==> config.mk <==
export PLATFORM = sky130hd
export DESIGN_NAME = ipc_irq_mailbox
export DESIGN_NICKNAME = d
export VERILOG_FILES = /design/src/rtl/ipc_mbox_pkg.sv /design/src/rtl/ipc_access_check.sv /design/src/rtl/ipc_req_bank.sv /design/src/rtl/ipc_flag_reg.sv /design/src/rtl/ipc_irq_mailbox.sv
export SDC_FILE = /design/constraint.sdc
export NUM_CORES = 1
export LEC_CHECK = 0
export BUFFER_PORTS_ARGS = -buffer_cell sky130_fd_sc_hd__buf_2
export CAP_MARGIN = 20
export CELL_PAD_IN_SITES_DETAIL_PLACEMENT = 0
export CELL_PAD_IN_SITES_GLOBAL_PLACEMENT = 2
export CORE_UTILIZATION = 29
export DETAILED_ROUTE_END_ITERATION = 8
export HOLD_SLACK_MARGIN = 0.03
export PLACE_DENSITY = 0.93
export SLEW_MARGIN = 20
export SYNTH_ARGS = -nofsm -noshare
export SYNTH_HDL_FRONTEND = slang
export SYNTH_SLANG_ARGS = --single-unit
export TNS_END_PERCENT = 30
==> constraint.sdc <==
create_clock -name clk -period 1.7 [get_ports clk]
set_clock_uncertainty 0.05 [all_clocks]
set_input_delay 0 -clock clk [delete_from_list [all_inputs] [get_ports clk]]
set_output_delay 0 -clock clk [all_outputs]
set_load 0.01 [all_outputs]
==> src/rtl/ipc_mbox_pkg.sv <==
package ipc_mbox_pkg;
  localparam logic ADDR_REQ  = 1'b0;
  localparam logic ADDR_FLAG = 1'b1;

  typedef struct packed {
    logic req_wr;   // permitted write to the request register
    logic bad_wr;   // denied or illegal write
    logic rd;       // read strobe
    logic rd_flag;  // read selects the flag register
  } acc_dec_t;
endpackage

==> src/rtl/ipc_access_check.sv <==
module ipc_access_check
  import ipc_mbox_pkg::*;
#(
  parameter int INIT_W  = 3,
  parameter int HOST_ID = 0,
  parameter int AUX_ID  = 5
) (
  input  logic              valid,
  input  logic              write,
  input  logic              addr,
  input  logic [INIT_W-1:0] init,
  output acc_dec_t          dec
);
  localparam logic [INIT_W-1:0] HOST_CODE = INIT_W'(HOST_ID);
  localparam logic [INIT_W-1:0] AUX_CODE  = INIT_W'(AUX_ID);

  logic allowed;

  always_comb begin
    allowed     = (init == HOST_CODE) || (init == AUX_CODE);
    dec.req_wr  = valid && write && (addr == ADDR_REQ) && allowed;
    dec.bad_wr  = valid && write && ((addr == ADDR_FLAG) || !allowed);
    dec.rd      = valid && !write;
    dec.rd_flag = (addr == ADDR_FLAG);
  end
endmodule

==> src/rtl/ipc_req_bank.sv <==
module ipc_req_bank #(
  parameter int NUM_REQ = 8
) (
  input  logic               clk,
  input  logic               rst_n,
  input  logic               wr_en,
  input  logic [NUM_REQ-1:0] wdata,
  input  logic [NUM_REQ-1:0] ack,
  output logic [NUM_REQ-1:0] q
);
  for (genvar i = 0; i < NUM_REQ; i++) begin : g_line
    logic bit_d;
    logic bit_q;

    always_comb begin
      bit_d = bit_q;
      if (ack[i])
        bit_d = 1'b1;
      if (wr_en && !wdata[i])
        bit_d = 1'b0;   // a new request beats a same-cycle acknowledge
    end

    always_ff @(posedge clk or negedge rst_n) begin
      if (!rst_n)
        bit_q <= 1'b1;
      else
        bit_q <= bit_d;
    end

    assign q[i] = bit_q;
  end
endmodule

==> src/rtl/ipc_flag_reg.sv <==
module ipc_flag_reg (
  input  logic clk,
  input  logic rst_n,
  input  logic we,
  input  logic d,
  output logic q
);
  logic flag_d;
  logic flag_q;

  always_comb begin
    flag_d = flag_q;
    if (we)
      flag_d = d;
  end

  always_ff @(posedge clk or negedge rst_n) begin
    if (!rst_n)
      flag_q <= 1'b1;
    else
      flag_q <= flag_d;
  end

  assign q = flag_q;
endmodule

==> src/rtl/ipc_irq_mailbox.sv <==
module ipc_irq_mailbox
  import ipc_mbox_pkg::*;
#(
  parameter int NUM_REQ = 8,
  parameter int INIT_W  = 3,
  parameter int HOST_ID = 0,
  parameter int AUX_ID  = 5
) (
  input  logic               clk,
  input  logic               rst_n,
  input  logic               bus_valid,
  input  logic               bus_write,
  input  logic               bus_addr,
  input  logic [INIT_W-1:0]  bus_init,
  input  logic [NUM_REQ-1:0] bus_wdata,
  output logic [NUM_REQ-1:0] rd_data,
  output logic               access_err,
  input  logic [NUM_REQ-1:0] cp_ack,
  output logic [NUM_REQ-1:0] cp_irq_n,
  input  logic               cp_flag_we,
  input  logic               cp_flag_d,
  output logic               host_irq_n
);
  localparam int SYNC_STAGES = 2;

  // Reset: asserted asynchronously, released on a clock edge.
  logic [SYNC_STAGES-1:0] rst_pipe;
  logic                   rst_sync_n;

  always_ff @(posedge clk or negedge rst_n) begin
    if (!rst_n)
      rst_pipe <= '0;
    else
      rst_pipe <= {rst_pipe[SYNC_STAGES-2:0], 1'b1};
  end
  assign rst_sync_n = rst_pipe[SYNC_STAGES-1];

  acc_dec_t dec;

  ipc_access_check #(
    .INIT_W (INIT_W),
    .HOST_ID(HOST_ID),
    .AUX_ID (AUX_ID)
  ) u_check (
    .valid(bus_valid),
    .write(bus_write),
    .addr (bus_addr),
    .init (bus_init),
    .dec  (dec)
  );

  ipc_req_bank #(.NUM_REQ(NUM_REQ)) u_bank (
    .clk  (clk),
    .rst_n(rst_sync_n),
    .wr_en(dec.req_wr),
    .wdata(bus_wdata),
    .ack  (cp_ack),
    .q    (cp_irq_n)
  );

  ipc_flag_reg u_flag (
    .clk  (clk),
    .rst_n(rst_sync_n),
    .we   (cp_flag_we),
    .d    (cp_flag_d),
    .q    (host_irq_n)
  );

  // Read data and error pulse
  logic [NUM_REQ-1:0] rd_d;
  logic [NUM_REQ-1:0] rd_q;
  logic               err_d;
  logic               err_q;

  always_comb begin
    rd_d  = rd_q;
    if (dec.rd)
      rd_d = dec.rd_flag ? {{(NUM_REQ-1){1'b0}}, host_irq_n} : cp_irq_n;
    err_d = dec.bad_wr;
  end

  always_ff @(posedge clk or negedge rst_sync_n) begin
    if (!rst_sync_n) begin
      rd_q  <= '0;
      err_q <= 1'b0;
    end else begin
      rd_q  <= rd_d;
      err_q <= err_d;
    end
  end

  assign rd_data    = rd_q;
  assign access_err = err_q;
endmodule

==> impl_metrics.csv, run 1 <==
group,metric,value,unit
yosys,synth_fp_nets,105,
worst_setup_path,crit_path_max_fanout,8,
layout,areaGrowthSynthToFinish,48.4,%
timing,fin_hold_ws,0.0390,ns
drt,ant_nets,0,
floorplan,die-area,3550,um2
yosys,yosysTopAreaCell,"dfrtp_1",
timing,maxSlewViolCount,0,
timing,tightestPinTransition,0.713,ns
worst_setup_path,reg2reg_from,"u_bank.g_line[2].bit_q",
clock_tree,clk_pin_slew,0.12,ns
floorplan,io_pins,44,
worst_setup_path,ff2ff_setup_slack,0.28,ns
floorplan,rows,20,
grt,overflow,0,
outcome,run_status,"finished, final reports clean",
floorplan,core,3100,um2
worst_setup_path,r2r-end,"u_bank.g_line[2].bit_q",
timing,period_needed,1.63,ns
timing,hold_violations,0,
worst_setup_path,cp-start-kind,"input pin",
yosys,synthesis.area,961,um2
power_and_ir_drop,p_int,0.785,mW
clock_tree,numCtsBuffers,3,
yosys,ys_seq_area_share,53.3,%
power_and_ir_drop,irDropWorstVdd,0.000734,V
grt,antenna_found_initial,0,
timing,setup_viol,0,
clock_tree,htree_levels,1,
yosys,ys_ff_latch,20,
min_path,hp-class,"in2reg",
drt,avgViaCountPerCell,4.12,
place,dpl_worst_slack,0.649,ns
layout,nNetsFinal,167,
yosys,ys_warn_count,0,
drt,drc,0,
power_and_ir_drop,p_switching,0.260,mW
floorplan,dieWidth,59.6,um
yosys,synth.area.top_cells,"dfrtp_1 29%, dfstp_2 25%, buf_4 7.8%",
grt,grt_pass1_wl,3370,um
timing,rsz0062_at_grt,"true",
clock_tree,cts_tree,"built",
min_path,hold_path.startpoint,"bus_addr",
power_and_ir_drop,p_seq_share,52.6,%
layout,stdcell_area,1430,um2
worst_setup_path,ff2ff_path_depth,3,
yosys,syn_avg_cell_area,12.2,um2
drt,vias,758,
worst_setup_path,critPathArrivalTime,1.80,ns
drt,firstDrtPassIters,4,
layout,fin_util,46.0,%
clock_tree,root_buffer,"clkbuf_4",
timing,fin_ws,0.0742,ns
drt,avgRoutedWirePerCell,11.4,um
worst_setup_path,crit_required,1.88,ns
power_and_ir_drop,clock_power_share,26.4,%
layout,fillers,312,
clock_tree,cts_setup_buffers,0,
layout,antenna_cells,0,
drt,first_iter_violations,14,
place,hpwl,1410,um
yosys,synth_top_area_share,28.6,%
place,place_area,1160,um2
min_path,min_to,"access_err",
layout,seq_area,512,um2
floorplan,dieHeight,59.6,um
power_and_ir_drop,p_sw_share,24.9,%
power_and_ir_drop,comb_power_share,20.9,%
layout,multi_input_area,333,um2
worst_setup_path,cp-end-kind,"flop",
grt,first_global_vias,776,
power_and_ir_drop,p_leak,0.663,nW
job,maxCapViolCount,0,
power_and_ir_drop,power,1.05,mW
place,place_congestion,0.614,
clock_tree,clk-insertion-delay-late,0.29,ns
floorplan,initial_utilization,31.0,%
layout,layout-drive-gt1-share,50.7,%
timing,max_freq,615,MHz
drt,finalWirelength,2100,um
yosys,yosys.cell_types.count,18,
place,port-buffer-count,43,
timing,slew_headroom,52.5,%
clock_tree,clkSinkCount,20,
worst_setup_path,crit_type,"in2reg",
power_and_ir_drop,power_density,733,nW/um2
grt,grt_max_degree,19,
yosys,synth_cells,79,
grt,grt_usage,13.1,%
timing,period_share,95.6,%
min_path,whs_path_depth,3,
clock_tree,max-clock-path-buffers,2,
## layout make-up
| cell class | instances | area share, % |
|---|---|---|
| Tap cell | 44 | 3.86 |
| Timing Repair Buffer | 68 | 32.3 |
| Multi-Input combinational cell | 40 | 23.3 |
| Inverter | 8 | 2.11 |
| Sequential cell | 20 | 35.9 |
| Clock buffer | 4 | 2.54 |
## cell usage in the layout, fill, tap and decap left out
cell	synthesis	final
nand2_1	1	1
xnor2_2	1	1
buf_4	10	2
and2b_4	6	6
nor2_1	9	9
mux2_2	2	2
a31oi_1	8	8
nor4bb_4	1	1
nor2b_1	1	1
clkbuf_8	0	1
dfrtp_1	11	11
dlygate4sd3_1	0	23
inv_1	8	8
mux2_1	6	6
mux2_4	2	2
buf_2	0	43
dfstp_2	9	9
and2b_2	1	1
conb_1	1	1
a21oi_1	1	1
clkbuf_4	0	3
## per-layer routing
| layer | routed length (um) | up-vias | global-route usage (%) |
|---|---|---|---|
| met5 | 0 | - | 0 |
| met4 | 12 | 0 | 1.99 |
| met3 | 142 | 2 | 5.24 |
| met2 | 1140 | 25 | 23.9 |
| met1 | 807 | 363 | 14.6 |
| li1 | - | 368 | - |
## cell usage after synthesis (all sizes together)
cell type and number:
mux2 10, inv 8, nand2 1, and2b 7, a21oi 1, dfrtp 11
conb 1, nor2 9, xnor2 1, dfstp 9, a31oi 8, nor4bb 1
nor2b 1, buf 11
## flip-flops by register name (all words and copies together), names as in the netlist
name and cells:
u_bank.g_line.bit_q 8, u_flag.q 1, access_err 1, rd_data 8, rst_pipe 2
## power by group through the flow
| stage | registers [mW] | clock network [mW] | logic, mW |
|---|---|---|---|
| 2_1_floorplan | 0.574 | 0 | 0.0894 |
| 3_3_place_gp | 0.559 | 0 | 0.180 |
| 3_5_place_dp | 0.561 | 0 | 0.184 |
| 4_1_cts | 0.553 | 0.285 | 0.219 |
| 5_1_grt | 0.558 | 0.308 | 0.240 |
| 6_report | 0.550 | 0.276 | 0.219 |
## kinds of logic (layout without fill, tap and decap cells)
| kind of cell | after synthesis | after routing | share of synthesized area, % |
|---|---|---|---|
| flops | 20 | 20 | 53.3 |
| simple gates | 19 | 19 | 14.3 |
| compound gates | 9 | 9 | 5.73 |
| buf+inv | 19 | 80 | 12.1 |
| mux | 10 | 10 | 12.5 |
| other cells | 1 | 1 | 0.390 |
| xor+xnor | 1 | 1 | 1.69 |
## metrics by stage
| step | std cells | TNS [ns] |
|---|---|---|
| final | 184 | 0 |
| after global routing | 184 | -0.000237 |
| after CTS | 184 | 0 |
| after detailed placement | 157 | 0 |
| after global placement | 157 | 0 |
| after floorplan | 79 | 0 |
## worst max-delay path: stages
cell           delay, ns
dlygate4sd3_1       0.53
buf_2               0.12
nor4bb_4            0.41
a31oi_1             0.15
dlygate4sd3_1       0.59
## worst max path at each step
stage,startpoint,endpoint,cells after the start
6_report,bus_valid,u_bank.g_line[2].bit_q,5
4_1_cts,bus_valid,access_err,6
5_1_grt,bus_valid,u_bank.g_line[2].bit_q,5
2_1_floorplan,u_flag.q,rd_data[0],2
3_3_place_gp,bus_valid,rd_data[6],4
3_5_place_dp,bus_valid,rd_data[6],4
## timing repair
item | in CTS | in global routing
hold buffers | 23 | 1
gates resized for setup | 0 | 0
setup endpoints to repair | 0 | 2
endpoints found under the hold margin | 12 | 1
(Power assumes the default switching activity.)
==> inputs of run 2 (changes only) <==
--- a/config.mk
+++ b/config.mk
@@ -9,12 +9,14 @@
 export CAP_MARGIN = 20
 export CELL_PAD_IN_SITES_DETAIL_PLACEMENT = 0
 export CELL_PAD_IN_SITES_GLOBAL_PLACEMENT = 2
-export CORE_UTILIZATION = 29
+export CORE_UTILIZATION = 27
 export DETAILED_ROUTE_END_ITERATION = 8
 export HOLD_SLACK_MARGIN = 0.03
 export PLACE_DENSITY = 0.93
+export RECOVER_POWER = 25
 export SLEW_MARGIN = 20
 export SYNTH_ARGS = -nofsm -noshare
 export SYNTH_HDL_FRONTEND = slang
+export SYNTH_HIERARCHICAL = 1
 export SYNTH_SLANG_ARGS = --single-unit
 export TNS_END_PERCENT = 30
==> run 2 against run 1 <==
Against the previous run: highest routed layer unchanged; critical path depth increased by 2; die area is 0.29% lower; largest power group unchanged; worst hold slack better by 0.038 ns; synthesized area decreased by 7.2%; wire length down 3.5%; sequential cell count unchanged; final cell count up 3.3%; via count increased by 0.26%; count of clock-buffer cells in the layout did not move; sequential share of layout area increased by 2.1 points; first-iteration DRC count increased by 36%; total power fell by 5.3%.
==> impl_metrics.csv, run 2 <==
group,metric,value,unit
worst_setup_path,worst-path-buf-inv,4,
yosys,yosys.cell_types.count,18,
power_and_ir_drop,p_leak,0.633,nW
worst_setup_path,crit_required,1.87,ns
yosys,synthFlopType,"dfrtp_1",
layout,nNetsFinal,173,
timing,maxSlewViolCount,0,
clock_tree,clkSinkCount,20,
layout,stdcell_count,190,
yosys,yosysTopAreaCell,"dfrtp_1",
timing,period_share,89.7,%
place,place_congestion,0.715,
layout,mostFrequentLayoutCells,"41 x buf_2, 22 x dlygate4sd3_1, 15 x inv_1",
clock_tree,cts_tree,"built",
min_path,hp-class,"in2reg",
drt,vias,760,
yosys,synth_fp_nets,112,
power_and_ir_drop,p_int,0.745,mW
yosys,synth.most_common_cell,"inv_1",
grt,grt_pass1_wl,3100,um
power_and_ir_drop,p_switching,0.245,mW
layout,fillers,322,
place,place_area,1090,um2
job,maxCapViolCount,0,
clock_tree,max-clock-path-buffers,2,
clock_tree,numCtsBuffers,3,
grt,grt_usage,11.9,%
clock_tree,root_buffer,"clkbuf_4",
power_and_ir_drop,p_seq_share,55.0,%
drt,ant_nets,0,
timing,setup_tns,0,ns
power_and_ir_drop,irDropWorstVdd,0.000225,V
yosys,syn_avg_cell_area,10.4,um2
min_path,whs_path_depth,3,
yosys,synth_edf_count,0,
worst_setup_path,critPathArrivalTime,1.70,ns
worst_setup_path,crit_path_max_fanout,8,
place,port-buffer-count,43,
timing,period_needed,1.53,ns
timing,setup_viol,0,
power_and_ir_drop,comb_power_share,17.6,%
timing,hold_violations,0,
yosys,synthesis.area,892,um2
worst_setup_path,crit_type,"in2reg",
clock_tree,cts_setup_buffers,0,
timing,slew_headroom,53.5,%
yosys,async_flop_share,100,%
place,dpl_worst_slack,0.761,ns
layout,layout-drive-gt1-share,40.4,%
floorplan,dieWidth,59.5,um
floorplan,initial_utilization,28.8,%
layout,stdcell_area,1350,um2
floorplan,core,3100,um2
drt,first_iter_violations,19,
worst_setup_path,cp-end-kind,"flop",
floorplan,io_pins,44,
timing,fin_ws,0.175,ns
drt,finalWirelength,2030,um
yosys,synth_cells,86,
timing,rsz0062_at_grt,"false",
worst_setup_path,worst_path_max_delay_cell,"dlygate4sd3_1",
floorplan,die-area,3540,um2
drt,firstDrtPassIters,2,
grt,overflow,0,
floorplan,dieHeight,59.5,um
floorplan,rows,20,
yosys,synth_top_area_share,30.9,%
drt,avgViaCountPerCell,4.00,
yosys,ys_warn_count,6,
drt,drc,0,
grt,antenna_found_initial,0,
worst_setup_path,path_cells,"dlygate4sd3_1, buf_2, nand2_1, nor4_2, buf_4, a21oi_1, dlygate4sd3_1",
clock_tree,ctsHoldBuffers,22,
power_and_ir_drop,p_sw_share,24.8,%
timing,max_freq,656,MHz
worst_setup_path,max_stage_delay,0.57,ns
place,place_inst,164,
clock_tree,cts_resized,0,
power_and_ir_drop,power_density,735,nW/um2
worst_setup_path,cp-start-kind,"input pin",
layout,areaGrowthSynthToFinish,51.1,%
clock_tree,htree_levels,1,
yosys,synth_common_cells,"15 x inv_1, 11 x dfrtp_1, 9 x buf_4, 9 x dfstp_2, 9 x nor2_1",
worst_setup_path,ff2ff_path_depth,3,
layout,antenna_cells,0,
outcome,run_status,"finished, final reports clean",
worst_setup_path,crit_family,"buffers and inverters",
clock_tree,clk-insertion-delay-late,0.29,ns
power_and_ir_drop,clock_power_share,27.4,%
layout,fin_util,43.4,%
yosys,synth.area.top_cells,"dfrtp_1 31%, dfstp_2 27%, buf_4 7.6%",
yosys,ys_ff_latch,20,
worst_setup_path,crit_top_cell,"dlygate4sd3_1",
layout,final_common_cell,"buf_2",
yosys,ys_seq_area_share,57.4,%
grt,first_global_vias,716,
place,hpwl,1400,um
clock_tree,clk_pin_slew,0.11,ns
grt,grt_max_degree,19,
worst_setup_path,path_depth,7,
drt,avgRoutedWirePerCell,10.7,um
timing,tightestPinTransition,0.697,ns
-- run 2: changes by cell type after synthesis, sizes merged, moves of 7 or more --
cell / change
a21oi: +8
a31oi: -8
and2b: -7
inv: +7
mux2: -9
nand3b: +7
o21ai: +7
-- run 2: worst reg2reg max path, delay by kind of cell (launching register included) --
kind | cells | cell delay, ns
buffers and inverters | 1 | 0.58
AOI/OAI and AO/OA | 1 | 0.11
and+or+nand+nor | 1 | 0.05
DFF | 1 | 0.57
-- run 2: layout make-up --
type | instances | area, um2 | area share [%]
clock buffer | 4 | 36.3 | 2.69
inverter | 15 | 56.3 | 4.18
multi-input combinational | 40 | 240 | 17.8
sequential | 20 | 512 | 38.0
tap | 44 | 55.1 | 4.09
timing repair buffer | 67 | 448 | 33.2
-- run 2: kinds of logic (layout without fill, tap and decap cells) --
family	after synthesis	after routing	share of synthesized area [%]
compound gates	17	17	10.5
xor+xnor	1	1	0.982
buf+inv	26	86	16.4
flops	20	20	57.4
mux	2	2	2.80
other cells	1	1	0.420
simple gates	19	19	11.5
-- run 2: final timing paths --
kind,from,to,slack [ns]
worst max-delay path,bus_valid,u_bank/g_line[4].bit_q,0.17
worst min-delay path,bus_addr,rd_data[4],0.08
worst max register to register,u_bank/g_line[7].bit_q,u_bank/g_line[7].bit_q,0.29
worst min register to register,rst_pipe[1],rd_data[0],0.24
max in group asynchronous,rst_pipe[1],rd_data[3],0.92
min in group asynchronous,rst_pipe[1],rd_data[0],0.24
-- run 2: stage by stage --
step,hold WS [ns],power [mW]
after floorplan,-0.346,0.625
after global placement,-0.259,0.693
after detailed placement,-0.258,0.698
after CTS,0.0865,0.997
after global routing,0.104,1.04
final,0.0771,0.990
-- run 2: metal layers --
layer / wire [um] / up-vias / track usage (%)
li1: - / 381 / -
met1: 863 / 358 / 13.8
met2: 1070 / 19 / 20.9
met3: 77 / 2 / 2.84
met4: 23 / 0 / 5.10
met5: 0 / - / 0
-- run 2: power by group through the flow --
| stage | registers, mW | logic (mW) | clock network [mW] |
|---|---|---|---|
| detailed placement | 0.554 | 0.144 | 0 |
| finish | 0.545 | 0.174 | 0.271 |
| global route | 0.552 | 0.194 | 0.297 |
| CTS | 0.546 | 0.177 | 0.274 |
| global placement | 0.553 | 0.139 | 0 |
| floorplan | 0.564 | 0.0604 | 0 |
